### src/rtl/uart_tx_pkg.sv
package uart_tx_pkg;

  typedef struct packed {
    logic [1:0] wlen;
    logic       par_en;
    logic       even;
    logic       stick;
    logic       two_stop;
  } line_ctl_t;

  typedef enum logic [2:0] {
    S_IDLE  = 3'd0,
    S_START = 3'd1,
    S_DATA  = 3'd2,
    S_PAR   = 3'd3,
    S_STOP1 = 3'd4,
    S_STOP2 = 3'd5,
    S_BRK   = 3'd6
  } tx_state_t;

endpackage

### src/rtl/uart_tx_bit_timer.sv
module uart_tx_bit_timer #(
  parameter int OSR = 16
) (
  input  logic clk,
  input  logic rst,
  input  logic restart,
  input  logic tick,
  output logic bit_end
);
  localparam int CW = (OSR > 1) ? $clog2(OSR) : 1;
  localparam logic [CW-1:0] LAST = CW'(OSR - 1);

  logic [CW-1:0] cnt;

  assign bit_end = tick && (cnt == LAST) && !restart;

  always_ff @(posedge clk) begin
    if (rst || restart) cnt <= '0;
    else if (tick) cnt <= (cnt == LAST) ? '0 : cnt + 1'b1;
  end

  // a bit period always closes by wrapping the counter to zero
  assert_timer_wrap_R2: assert property (@(posedge clk) disable iff (rst)
    (tick && cnt == LAST && !restart) |=> (cnt == '0));

endmodule

### src/rtl/uart_tx_parity.sv
module uart_tx_parity #(
  parameter int DATA_W = 8
) (
  input  logic [DATA_W-1:0] data,
  input  logic [1:0]        wlen,
  input  logic              par_en,
  input  logic              even,
  input  logic              stick,
  output logic              par_bit
);
  localparam int MIN_W = DATA_W - 3;

  logic [DATA_W-1:0] keep;
  logic              xr;

  // bit b is kept when b < MIN_W + wlen
  for (genvar b = 0; b < DATA_W; b++) begin : g_mask
    if (b < MIN_W) begin : g_fixed
      assign keep[b] = data[b];
    end else begin : g_sel
      assign keep[b] = data[b] && (int'(wlen) > (b - MIN_W));
    end
  end

  assign xr = ^keep;

  always_comb begin
    if (!par_en)     par_bit = 1'b0;
    else if (stick)  par_bit = !even;
    else             par_bit = even ? xr : !xr;
  end

endmodule

### src/rtl/uart_tx_sequencer.sv
module uart_tx_sequencer
  import uart_tx_pkg::*;
#(
  parameter int DATA_W = 8
) (
  input  logic              clk,
  input  logic              rst,
  input  logic              bit_end,
  input  logic              brk_req,
  input  line_ctl_t         lc_in,
  input  logic              par_in,
  input  logic              ch_valid,
  input  logic [DATA_W-1:0] ch_data,
  output logic              ch_ready,
  output logic              accept,
  output logic              tx_line,
  output logic              busy
);
  localparam int MIN_W = DATA_W - 3;
  localparam int IDX_W = $clog2(DATA_W);

  tx_state_t         state, state_n;
  line_ctl_t         lc_q;
  logic [DATA_W-1:0] sh_q, sh_n;
  logic [IDX_W-1:0]  idx_q, idx_n, last_idx;
  logic              par_q;
  logic              line_n;

  assign ch_ready = (state == S_IDLE) && !brk_req;
  assign accept   = ch_valid && ch_ready;
  assign last_idx = IDX_W'(MIN_W - 1) + IDX_W'(lc_q.wlen);

  always_comb begin
    state_n = state;
    sh_n    = sh_q;
    idx_n   = idx_q;
    unique case (state)
      S_IDLE: begin
        if (brk_req) state_n = S_BRK;
        else if (ch_valid) begin
          state_n = S_START;
          sh_n    = ch_data;
        end
      end
      S_START: if (bit_end) begin
        state_n = S_DATA;
        idx_n   = '0;
      end
      S_DATA: if (bit_end) begin
        sh_n = sh_q >> 1;
        if (idx_q == last_idx) state_n = lc_q.par_en ? S_PAR : S_STOP1;
        else                   idx_n   = idx_q + 1'b1;
      end
      S_PAR: if (bit_end) state_n = S_STOP1;
      S_STOP1: if (bit_end) begin
        if (lc_q.two_stop) state_n = S_STOP2;
        else               state_n = brk_req ? S_BRK : S_IDLE;
      end
      S_STOP2: if (bit_end) state_n = brk_req ? S_BRK : S_IDLE;
      S_BRK: if (!brk_req) state_n = S_IDLE;
      default: state_n = S_IDLE;
    endcase
  end

  always_comb begin
    unique case (state_n)
      S_START, S_BRK: line_n = 1'b0;
      S_DATA:         line_n = sh_n[0];
      S_PAR:          line_n = par_q;
      default:        line_n = 1'b1;
    endcase
  end

  always_ff @(posedge clk) begin
    if (rst) begin
      state   <= S_IDLE;
      sh_q    <= '0;
      idx_q   <= '0;
      lc_q    <= '0;
      par_q   <= 1'b0;
      tx_line <= 1'b1;
      busy    <= 1'b0;
    end else begin
      state   <= state_n;
      sh_q    <= sh_n;
      idx_q   <= idx_n;
      tx_line <= line_n;
      busy    <= (state_n != S_IDLE);
      if (accept) begin
        lc_q  <= lc_in;
        par_q <= par_in;
      end
    end
  end

  // captured format stays put for the whole frame
  assert_fields_held_R10: assert property (@(posedge clk) disable iff (rst)
    (state != S_IDLE && $past(state) != S_IDLE) |-> $stable(lc_q));

  // break is only entered from idle or at the end of a stop bit
  assert_break_between_frames_R8: assert property (@(posedge clk) disable iff (rst)
    (state == S_BRK && $past(state) != S_BRK) |->
      ($past(state) == S_IDLE || $past(state) == S_STOP1 || $past(state) == S_STOP2));

  // stop bits and idle keep the line high
  assert_stop_high_R7: assert property (@(posedge clk) disable iff (rst)
    (state == S_STOP1 || state == S_STOP2 || state == S_IDLE) |-> tx_line);

endmodule

### src/rtl/uart_frame_tx.sv
module uart_frame_tx
  import uart_tx_pkg::*;
#(
  parameter int DATA_W = 8,
  parameter int OSR    = 16
) (
  input  logic              clk,
  input  logic              rst,
  input  logic              tick_en,
  input  logic [1:0]        lc_wlen,
  input  logic              lc_par_en,
  input  logic              lc_even,
  input  logic              lc_stick,
  input  logic              lc_two_stop,
  input  logic              lc_break,
  input  logic              ch_valid,
  input  logic [DATA_W-1:0] ch_data,
  output logic              ch_ready,
  output logic              tx_line,
  output logic              busy
);
  line_ctl_t lc_in;
  logic      par_in, bit_end, accept;

  assign lc_in = '{wlen: lc_wlen, par_en: lc_par_en, even: lc_even,
                   stick: lc_stick, two_stop: lc_two_stop};

  uart_tx_bit_timer #(.OSR(OSR)) i_timer (
    .clk(clk), .rst(rst), .restart(accept), .tick(tick_en), .bit_end(bit_end)
  );

  uart_tx_parity #(.DATA_W(DATA_W)) i_par (
    .data(ch_data), .wlen(lc_wlen), .par_en(lc_par_en), .even(lc_even),
    .stick(lc_stick), .par_bit(par_in)
  );

  uart_tx_sequencer #(.DATA_W(DATA_W)) i_seq (
    .clk(clk), .rst(rst), .bit_end(bit_end), .brk_req(lc_break),
    .lc_in(lc_in), .par_in(par_in), .ch_valid(ch_valid), .ch_data(ch_data),
    .ch_ready(ch_ready), .accept(accept), .tx_line(tx_line), .busy(busy)
  );

  assert_accept_busy_R11: assert property (@(posedge clk) disable iff (rst)
    (ch_valid && ch_ready) |=> busy);

  assert_start_low_R2: assert property (@(posedge clk) disable iff (rst)
    $rose(busy) |-> !tx_line);

  assert_idle_high_R1: assert property (@(posedge clk) disable iff (rst)
    !busy |-> tx_line);

endmodule

### config.mk
export PLATFORM = sky130hd
export DESIGN_NAME = uart_frame_tx
export DESIGN_NICKNAME = d
export VERILOG_FILES = /design/src/rtl/uart_tx_pkg.sv /design/src/rtl/uart_tx_bit_timer.sv /design/src/rtl/uart_tx_parity.sv /design/src/rtl/uart_tx_sequencer.sv /design/src/rtl/uart_frame_tx.sv
export SDC_FILE = /design/constraint.sdc
export NUM_CORES = 1
export LEC_CHECK = 0
export BUFFER_PORTS_ARGS = -buffer_cell sky130_fd_sc_hd__buf_2
export CORE_MARGIN = 5
export CORE_UTILIZATION = 50
export DETAILED_ROUTE_END_ITERATION = 8
export PLACE_DENSITY = 0.75
export SYNTH_ARGS = -nofsm -noshare
export SYNTH_HDL_FRONTEND = slang
export SYNTH_SLANG_ARGS = --single-unit
export TNS_END_PERCENT = 50
### constraint.sdc
create_clock -name clk -period 1.6 [get_ports clk]
set_input_delay 0.16 -clock clk [delete_from_list [all_inputs] [get_ports clk]]
set_output_delay 0.16 -clock clk [all_outputs]
set_load 0.05 [all_outputs]
==> metrics.txt, run 1 <==
Highest Clock Rate 600.3 MHz; first-pass iteration count of the detailed router 4; number of max-cap violations 0; unrepaired setup endpoints after global routing true; CP Launch Type flop; P per Cell Area 784.2 mW/mm2; Starting DRT DRC Count 57; VDD IR max 0.6217 mV; vias per cell 5.704; Slew Limit Headroom 68.09%; WL per Instance 14.63 um; Die Ht 62.35 um; Cell Count, Final, Fillers Out 233; min-delay src lc_two_stop; worst-skew pair later-pin latency 310 ps; Rows 19; placed cell count 224; most frequent cells in the layout buf_4 (24), nand2_1 (23), dfxtp_1 (20), buf_2 (20), a21oi_1 (14); GRT overflow 0; WHS 78.65 ps; Core Area 0.002686 mm2; largest net degree at the start of global routing 28; final hold vios 0; layout cells sized above 1 37.62%; Initial Util 51.00%; clk slew on worst S/H paths 140 ps; Syn-to-layout area delta 30.32%; die width 62.35 um; Slew Viols, Final 0; CTS tree yes; reg2reg start i_timer.cnt[1]; mapped cell area 0.001370 mm2; Num CTS Buffers 3; Synth Register Bits 25; Antenna Cells 0; Worst Setup End Kind flop; final core occ 66.46%; Die Area 0.003887 mm2; DRC Markers 0; IO buf count 21; Critical Path RT 1850 ps; final WL 3408 um; Min Clock Period, post-route 1666 ps; number of global-route vias before repair 1,400; Via Count 1,329; area leader, netlist dfxtp_1; io pins 22; post-layout worst setup margin -65.87 ps; number of synthesized flops with an enable pin 0; Yosys warning total 0; largest cells by area after synthesis dfxtp_1 (37%), nand2_1 (6.3%), a21oi_1 (5.8%); antenna violations before repair 0; setup violators final 3; Pleak 0.6948 nW; H-tree depth 1; sequential-to-total area share from yosys stat 36.53%; syn_nets 179; Setup crit start i_timer.cnt[1]; number of fill cells 235; Max clock buf depth 2; WP data arrival 1920 ps; worst min path class input port to flop; first-pass GRT wire length 5865 um; Synth top area share 36.53%; commonest non-fill, non-tap cell in the layout buf_4; post-synthesis cell type count 50; failing checks setup timing; Crit Path Category flop to flop; GRT Total Usage 17.81%; worst-margin pin slew 478.6 ps; Sum Neg Setup Slack -107.6 ps; Detailed Place HPWL 2487 um; Sink Count 25; RD Place Congestion 0.9537; FFs w/ async S/R, synth 0%; status finished with violations; setup slack at placement -119.2 ps; clock skew 6.468 ps; CTS root buffer clkbuf_4; fin nets 224; Cells after Synth 158; syn_area_per_cell 8.671 um2; period utilization 104.1%; post-route ant nets 0; top_reg_cell synth dfxtp_1; CP max FO 3
[worst max-delay path, stage by stage (launching register included)]
cell and delay [ps]:
dfxtp_4 380, ha_4 140, and4_4 210, buf_6 100, a21oi_2 60, a211oi_4 240, o31ai_4 130, o211a_1 230
o21bai_1 110
[final timing paths]
kind	slack, ps	cells after the start	endpoint
max	-70	8	i_seq.tx_line
min	80	3	i_seq.lc_q[0]
max reg2reg	-70	8	i_seq.tx_line
min reg2reg	470	2	i_seq.sh_q[3]
[metrics by stage]
step / cell area [um2] / total power (W)
2_1_floorplan: 1378 / 0.0009647
6_report: 1785 / 0.001400
3_3_place_gp: 1625 / 0.001069
3_5_place_dp: 1625 / 0.001084
4_1_cts: 1715 / 0.001377
5_1_grt: 1785 / 0.001477
[cell families after synthesis]
family / count (synthesis) / share of synthesized area [%]
xor gates and xnor gates: 11 / 7.032
DFF: 25 / 36.53
adders and majority gates: 2 / 1.826
buffers and inverters: 11 / 5.022
and+or+nand+nor: 62 / 24.38
muxes: 3 / 2.283
AOI/OAI and AO/OA: 44 / 22.92
[metal layers]
metal	global-route usage [%]	part of all wire, %	vias to the layer above
li1	-	-	656
met1	20.29	41	629
met2	33.16	53	38
met3	1.982	3.9	6
met4	7.162	1.6	0
met5	0	0	-
[power by group]
group / switching [W] / total [W] / internal, W
clock: 0.000183 / 0.000276 / 0.0000934
combinational: 0.000232 / 0.000426 / 0.000194
sequential: 0.0000347 / 0.000698 / 0.000663
[state kept, by name, indices dropped and copies added, names as in the netlist]
name,cells
i_seq.state,3
i_seq.par_q,1
i_seq.busy,1
i_seq.idx_q,3
i_timer.cnt,4
i_seq.lc_q,4
i_seq.sh_q,8
i_seq.tx_line,1
[synth_stat cells (2+ instances only)]
| cell | n |
|---|---|
| xnor2_1 | 7 |
| xor2_1 | 4 |
| a311oi_1 | 2 |
| nor3b_1 | 2 |
| o21ai_0 | 3 |
| nand2_1 | 23 |
| mux2i_1 | 2 |
| nand2b_1 | 3 |
| buf_6 | 3 |
| a211oi_2 | 2 |
| o31a_1 | 2 |
| clkbuf_1 | 2 |
| nor3_1 | 6 |
| nand3_1 | 4 |
| a21oi_1 | 16 |
| inv_1 | 3 |
| nand3b_1 | 2 |
| nor2_1 | 9 |
| ha_1 | 2 |
| dfxtp_1 | 25 |
| a22oi_1 | 7 |
[timing repair]
item	in CTS	in global routing
resized for setup	10	13
buffers inserted	3	2
hold buffers	0	0
setup endpoints to repair	8	13
pin swaps	8	6
[cell type report]
| cell class | count | area (um2) | area share, % |
|---|---|---|---|
| Clock buffer | 3 | 22.52 | 1.261 |
| Clock inverter | 1 | 5.005 | 0.2803 |
| Inverter | 3 | 11.26 | 0.6307 |
| Multi-Input combinational cell | 122 | 865.8 | 48.49 |
| Sequential cell | 25 | 511.7 | 28.66 |
| Tap cell | 31 | 38.79 | 2.172 |
| Timing Repair Buffer | 48 | 330.3 | 18.50 |
No activity file was read; power rests on OpenSTA's default activity.
==> run 2, diff against run 1 <==
==> constraint.sdc (replaced) <==
create_clock -name clk -period 1.6 [get_ports clk]
set_input_delay 0.32 -clock clk [delete_from_list [all_inputs] [get_ports clk]]
set_output_delay 0.32 -clock clk [all_outputs]
set_load 0.05 [all_outputs]
==> run 2 against run 1 <==
Compared with the run above: the run still ends with setup timing left; clock power is 7% higher; sequential power hardly changed; power is 1.2% higher; sequential share of layout area is 0.090 points lower; worst hold slack better by 150 ps; critical endpoint unchanged; critical path depth is 1 lower; clock skew is 0.63 ps lower; critical path type unchanged; count of clock-buffer cells in the layout stayed put; first-iteration DRC count is 8.8% higher; die area stayed put; final area is 0.56% higher; largest power group unchanged.
==> metrics.txt, run 2 (synthesis gave the netlist of run 1 again) <==
status finished with violations (unchanged); failing checks setup timing (unchanged); clock skew 5.835 ps (was 6.468 ps); combinational power share 30.0% (was 30.4%); worst-skew pair later-pin latency 330 ps (was 310 ps); WP buf/inv 0 (was 1); most frequent cells in the layout buf_4 (30), nand2_1 (23), buf_2 (20), dfxtp_1 (19), a21oi_1 (14) (was buf_4 (24), nand2_1 (23), dfxtp_1 (20), buf_2 (20), a21oi_1 (14)); GRT Total Usage 17.76% (was 17.81%); unrepaired setup endpoints after global routing true (unchanged); Via Count 1,345 (was 1,329); setup violators final 5 (was 3); Initial Util 51.00% (unchanged); CP max FO 5 (was 3); register share of total power 49.2% (was 49.9%); Slowest-stage cell, CP dfxtp_2 (was dfxtp_4); layout cells sized above 1 40.00% (was 37.62%); Largest stage delay, worst path 380 ps (about the same); fin nets 227 (was 224); Int Pwr 0.0009545 W (was 0.0009510 W); Crit Path Category flop to flop (unchanged); Slew Limit Headroom 78.55% (was 68.09%); worst-margin pin slew 318.4 ps (was 478.6 ps); number of max-cap violations 0 (unchanged); min-delay src lc_two_stop (unchanged); DP Area 0.001648 mm2 (was 0.001625 mm2); reg2reg start i_timer.cnt[1] (unchanged); Rows 19 (unchanged); largest net degree at the start of global routing 16 (was 28); Pleak 0.7035 nW (was 0.6948 nW); Highest Clock Rate 606.1 MHz (was 600.3 MHz); worst min path class input port to flop (unchanged); WHS 224.4 ps (was 78.65 ps); die width 62.35 um (unchanged); Starting DRT DRC Count 62 (was 57); DRC Markers 0 (unchanged); CTS root buffer clkbuf_4 (unchanged); critical-path cell list ha_4, nand4_1, nor3_1, a311oi_2, o21a_1, a211oi_2, o21bai_1 (was ha_4, and4_4, buf_6, a21oi_2, a211oi_4, o31ai_4, o211a_1, o21bai_1); Finished Cell Area 0.001795 mm2 (was 0.001785 mm2); part of the power in the clock network 20.8% (was 19.7%); Slew Viols, Final 0 (unchanged); Psw 0.0004624 W (was 0.0004492 W); final hold vios 0 (unchanged); Syn-to-layout area delta 31.05% (was 30.32%); biggest regs i_seq.sh_q (8), i_seq.lc_q (4), i_timer.cnt (4) (unchanged); Sink Count 25 (unchanged); delay-heaviest family, CP simple AND/OR/NAND/NOR gates (was compound AO/OA/AOI/OAI gates); GRT overflow 0 (unchanged); sw frac 32.63% (was 32.08%); Num CTS Buffers 3 (unchanged); Setup crit start i_timer.cnt[1] (unchanged); io pins 22 (unchanged); IO buf count 21 (unchanged); Min Clock Period, post-route 1650 ps (was 1666 ps); clk slew on worst S/H paths 140 ps (about the same); number of fill cells 235 (unchanged); Detailed Place HPWL 2599 um (was 2487 um); H-tree depth 1 (unchanged); max reg flops 8 (unchanged); first-pass iteration count of the detailed router 4 (unchanged); Max clock buf depth 2 (unchanged); CTS tree yes (unchanged); Worst Setup End Kind flop (unchanged); period utilization 103.1% (was 104.1%); Pwr Total 0.001417 W (was 0.001400 W); Die Area 0.003887 mm2 (unchanged); antenna violations before repair 0 (unchanged); number of global-route vias before repair 1,341 (was 1,400); post-layout worst setup margin -49.89 ps (was -65.87 ps); first-pass GRT wire length 5630 um (was 5865 um); vias per cell 5.699 (was 5.704); Antenna Cells 0 (unchanged); RD Place Congestion 0.9700 (was 0.9537); WP data arrival 1890 ps (was 1920 ps); P per Cell Area 789.1 mW/mm2 (was 784.2 mW/mm2); commonest non-fill, non-tap cell in the layout buf_4 (unchanged); CP Launch Type flop (unchanged); final WL 3486 um (was 3408 um); post-route ant nets 0 (unchanged); Biggest register i_seq.sh_q (unchanged); CTS Hold Buffers Added 0 (unchanged); WL per Instance 14.77 um (was 14.63 um); Core Area 0.002686 mm2 (unchanged); VDD IR max 0.5961 mV (was 0.6217 mV); Critical Path RT 1840 ps (was 1850 ps); Die Ht 62.35 um (unchanged)
run 2: power by group through the flow:
stage	sequential, W	combinational [W]	clock [W]
floorplan	0.000723	0.000241	0
global placement	0.000705	0.000371	0
detailed placement	0.000706	0.000384	0
CTS	0.000696	0.000405	0.000306
global route	0.000703	0.000458	0.000342
finish	0.000697	0.000425	0.000295
run 2: through the flow:
stage                     utilization [%]  TNS [ps]  setup slack (ps)  cells
final                               66.84    -138.5            -49.89    236
after global routing                66.84    -579.3            -119.7    236
after CTS                           64.46    -49.92            -49.92    233
after detailed placement            61.34    -261.7            -132.4    227
after global placement              61.34    -118.4            -62.08    227
after floorplan                         -     -5347            -415.4    158
run 2: metal layers:
| layer | global-route usage [%] | up-vias | wire length, um |
|---|---|---|---|
| met1 | 16.92 | 643 | 1342 |
| met3 | 4.324 | 7 | 142 |
| met5 | 0 | - | 0 |
| met2 | 34.46 | 29 | 1920 |
| met4 | 8.753 | 0 | 82 |
| li1 | - | 666 | - |
run 2: layout make-up:
cell class	instances	area [um2]	share of cell area, %
clock buffers	3	22.52	1.254
clock inverters	1	7.507	0.4181
inverters	3	11.26	0.6272
multi-input cells	122	862.1	48.01
flip-flops and latches	25	513.0	28.57
well taps	31	38.79	2.160
repair buffers	51	340.3	18.95
run 2: final timing paths:
path                            cells past startpoint  slack, ps            end
worst max-delay path                                7        -50  i_seq.tx_line
worst min-delay path                                3        220  i_seq.lc_q[0]
worst max register to register                      7        -50  i_seq.tx_line
worst min register to register                      2        470  i_seq.sh_q[3]
run 2: tightest hold or removal path, stage by stage:
cell	delay, ps
buf_2	100
nand2_1	50
a21oi_1	60
run 2: repair_timing:
item                       4_1_cts  5_1_grt
pin swaps                        7        8
resized for setup               13       12
setup buffers                    2        3
setup endpoints to repair        7       13
==> run 3, diff against run 2 <==
- CORE_UTILIZATION: 50 -> 40
- PLACE_DENSITY: 0.75 -> unset
- TNS_END_PERCENT: 50 -> 30
==> run 3 against run 2 <==
Compared with the run above: the run still ends with setup timing left; wire length down 6.8%; maximum frequency is 1.4% higher; largest cell class unchanged; global-route usage down 2.1 points; utilization shrank 12 points.
==> metrics.txt, run 3 (synthesis gave the netlist of run 1 again) <==
Finished Cell Area 0.001814 mm2 (was 0.001795 mm2); Biggest register i_seq.sh_q (unchanged); IO buf count 21 (unchanged); Largest stage delay, worst path 360 ps (was 380 ps); post-layout worst setup margin -26.71 ps (was -49.89 ps); WL per Instance 12.94 um (was 14.77 um); Initial Util 41.06% (was 51.00%); Die Area 0.004696 mm2 (was 0.003887 mm2); io pins 22 (unchanged); clock skew 1.758 ps (was 5.835 ps); reg2reg end i_seq.tx_line (unchanged); GRT busiest layer met2 (unchanged); failing checks setup timing (unchanged); hold path depth 3 (unchanged); Slew Limit Headroom 77.06% (was 78.55%); CP Launch Type flop (unchanged); fin nets 227 (unchanged); clk slew on worst S/H paths 130 ps (was 140 ps); GRT Total Usage 15.69% (was 17.76%); number of max-cap violations 0 (unchanged); DP Area 0.001682 mm2 (was 0.001648 mm2); Starting DRT DRC Count 99 (was 62); worst-margin pin slew 340.6 ps (was 318.4 ps); status finished with violations (unchanged); Psw 0.0004436 W (was 0.0004624 W); R2R Setup Slk -30 ps (was -50 ps); CTS tree yes (unchanged); register share of total power 49.6% (was 49.2%); antenna violations before repair 0 (unchanged); Detailed Place HPWL 2423 um (was 2599 um); GR Layer Usage met2 29.80% (was 34.46%); biggest regs i_seq.sh_q (8), i_seq.lc_q (4), i_timer.cnt (4) (unchanged); CP max FO 6 (was 5); RD Place Congestion 0.8317 (was 0.9700); layout cells sized above 1 40.00% (unchanged); Critical Path RT 1820 ps (was 1840 ps); worst min path class input port to flop (unchanged); final core occ 54.37% (was 66.84%); Min Clock Period, post-route 1627 ps (was 1650 ps); first-pass GRT wire length 5658 um (was 5630 um); setup violators final 1 (was 5); first-pass iteration count of the detailed router 4 (unchanged); Slowest-stage cell, CP dfxtp_2 (unchanged); P per Cell Area 774.0 mW/mm2 (was 789.1 mW/mm2); min-delay src lc_two_stop (unchanged); Pleak 0.7095 nW (was 0.7035 nW); Hold Path Sink i_seq.lc_q[0] (unchanged); final hold vios 0 (unchanged); DRC Markers 0 (unchanged); WP buf/inv 0 (unchanged); Die Ht 68.53 um (was 62.35 um); sw frac 31.59% (was 32.63%); GRT overflow 0 (unchanged); Crit Path Category flop to flop (unchanged); final WL 3248 um (was 3486 um); Rows 21 (was 19); Slew Viols, Final 0 (unchanged); part of the power in the clock network 19.7% (was 20.8%); Via Count 1,298 (was 1,345); VDD IR max 0.5249 mV (was 0.5961 mV); period utilization 101.7% (was 103.1%); Cell Count, Final, Fillers Out 251 (was 236); Worst Setup End Kind flop (unchanged); delay-heaviest family, CP compound AO/OA/AOI/OAI gates (was simple AND/OR/NAND/NOR gates); Sink Count 25 (unchanged); met3 Resource Use GR 4.214% (was 4.324%); unrepaired setup endpoints after global routing true (unchanged); max reg flops 8 (unchanged); combinational power share 30.7% (was 30.0%); post-route ant nets 0 (unchanged); Highest Clock Rate 614.7 MHz (was 606.1 MHz); placed cell count 244 (was 227); largest net degree at the start of global routing 21 (was 16); Core Area 0.003337 mm2 (was 0.002686 mm2); CTS root buffer clkbuf_4 (unchanged); Sum Neg Setup Slack -26.71 ps (was -138.5 ps); critical-path cell list ha_4, nand4_1, nor3_1, a311oi_2, o21a_1, o211a_1, o21bai_1 (was ha_4, nand4_1, nor3_1, a311oi_2, o21a_1, a211oi_2, o21bai_1); setup slack at placement -105.7 ps (was -132.4 ps); H-tree depth 1 (unchanged); reg2reg start i_timer.cnt[0] (was i_timer.cnt[1]); Antenna Cells 0 (unchanged); FF-to-FF path depth 7 (unchanged); met1 Usage GRT 16.50% (was 16.92%); Num CTS Buffers 3 (unchanged); Max clock buf depth 2 (unchanged); Syn-to-layout area delta 32.42% (was 31.05%); Int Pwr 0.0009607 W (was 0.0009545 W); commonest non-fill, non-tap cell in the layout buf_4 (unchanged); number of global-route vias before repair 1,327 (was 1,341); vias per cell 5.171 (was 5.699); WP data arrival 1840 ps (was 1890 ps); die width 68.53 um (was 62.35 um); worst-skew pair later-pin latency 310 ps (was 330 ps); most frequent cells in the layout buf_4 (30), nand2_1 (23), buf_2 (20), dfxtp_1 (17), a21oi_1 (14) (was buf_4 (30), nand2_1 (23), buf_2 (20), dfxtp_1 (19), a21oi_1 (14))
[run 3: cell types whose count changed in the layout (fill, tap and decap cells not counted), sizes merged]
cell / change
clkinv: +1
clkinvlp: -1
[run 3: worst max path at each step]
stage                              start              to  slack (ps)  cells after the start
after global routing      i_timer.cnt[0]   i_seq.tx_line        -150                      8
after CTS                 i_timer.cnt[0]   i_seq.tx_line         -30                      7
after detailed placement  i_timer.cnt[1]   i_seq.tx_line        -110                      7
after global placement    i_timer.cnt[0]  i_seq.idx_q[0]         -60                      8
final                     i_timer.cnt[0]   i_seq.tx_line         -30                      7
after floorplan           i_seq.state[1]   i_seq.tx_line        -420                      8
[run 3: timing repair]
action	4_1_cts	5_1_grt
setup buffers	3	0
gates resized for setup	23	3
endpoints found under the setup margin	8	9
hold buffers	0	0
pin swaps	7	1
[run 3: cell type report]
cell class	instances	area [um2]
fill	323	1523
clock buffer	3	22.52
tap	46	57.56
inverter	3	11.26
sequential	25	515.5
timing repair buffer	51	340.3
clock inverter	1	5.005
multi-input combinational	122	862.1
[run 3: stage by stage]
stage               hold WS (ps)  total power (W)
detailed placement         449.7         0.001094
finish                     228.5         0.001404
global route               225.3         0.001498
floorplan                  436.0        0.0009647
CTS                        219.6         0.001407
global placement           444.6         0.001090
[run 3: metal layers]
metal  routed length, um  vias up
li1                    -      665
met2                1759       22
met1                1331      607
met3                 119        4
met5                   0        -
met4                  37        0
[run 3: power by group through the flow]
stage	combinational, W	sequential, W	clock [W]
2_1_floorplan	0.000241	0.000723	0
3_3_place_gp	0.000385	0.000704	0
3_5_place_dp	0.000389	0.000706	0
4_1_cts	0.000421	0.000696	0.000291
5_1_grt	0.000471	0.000701	0.000325
6_report	0.000431	0.000697	0.000277
[run 3: worst min-delay path, stage by stage]
cell and delay [ps]:
buf_2 100, nand2_1 40, a21oi_1 50
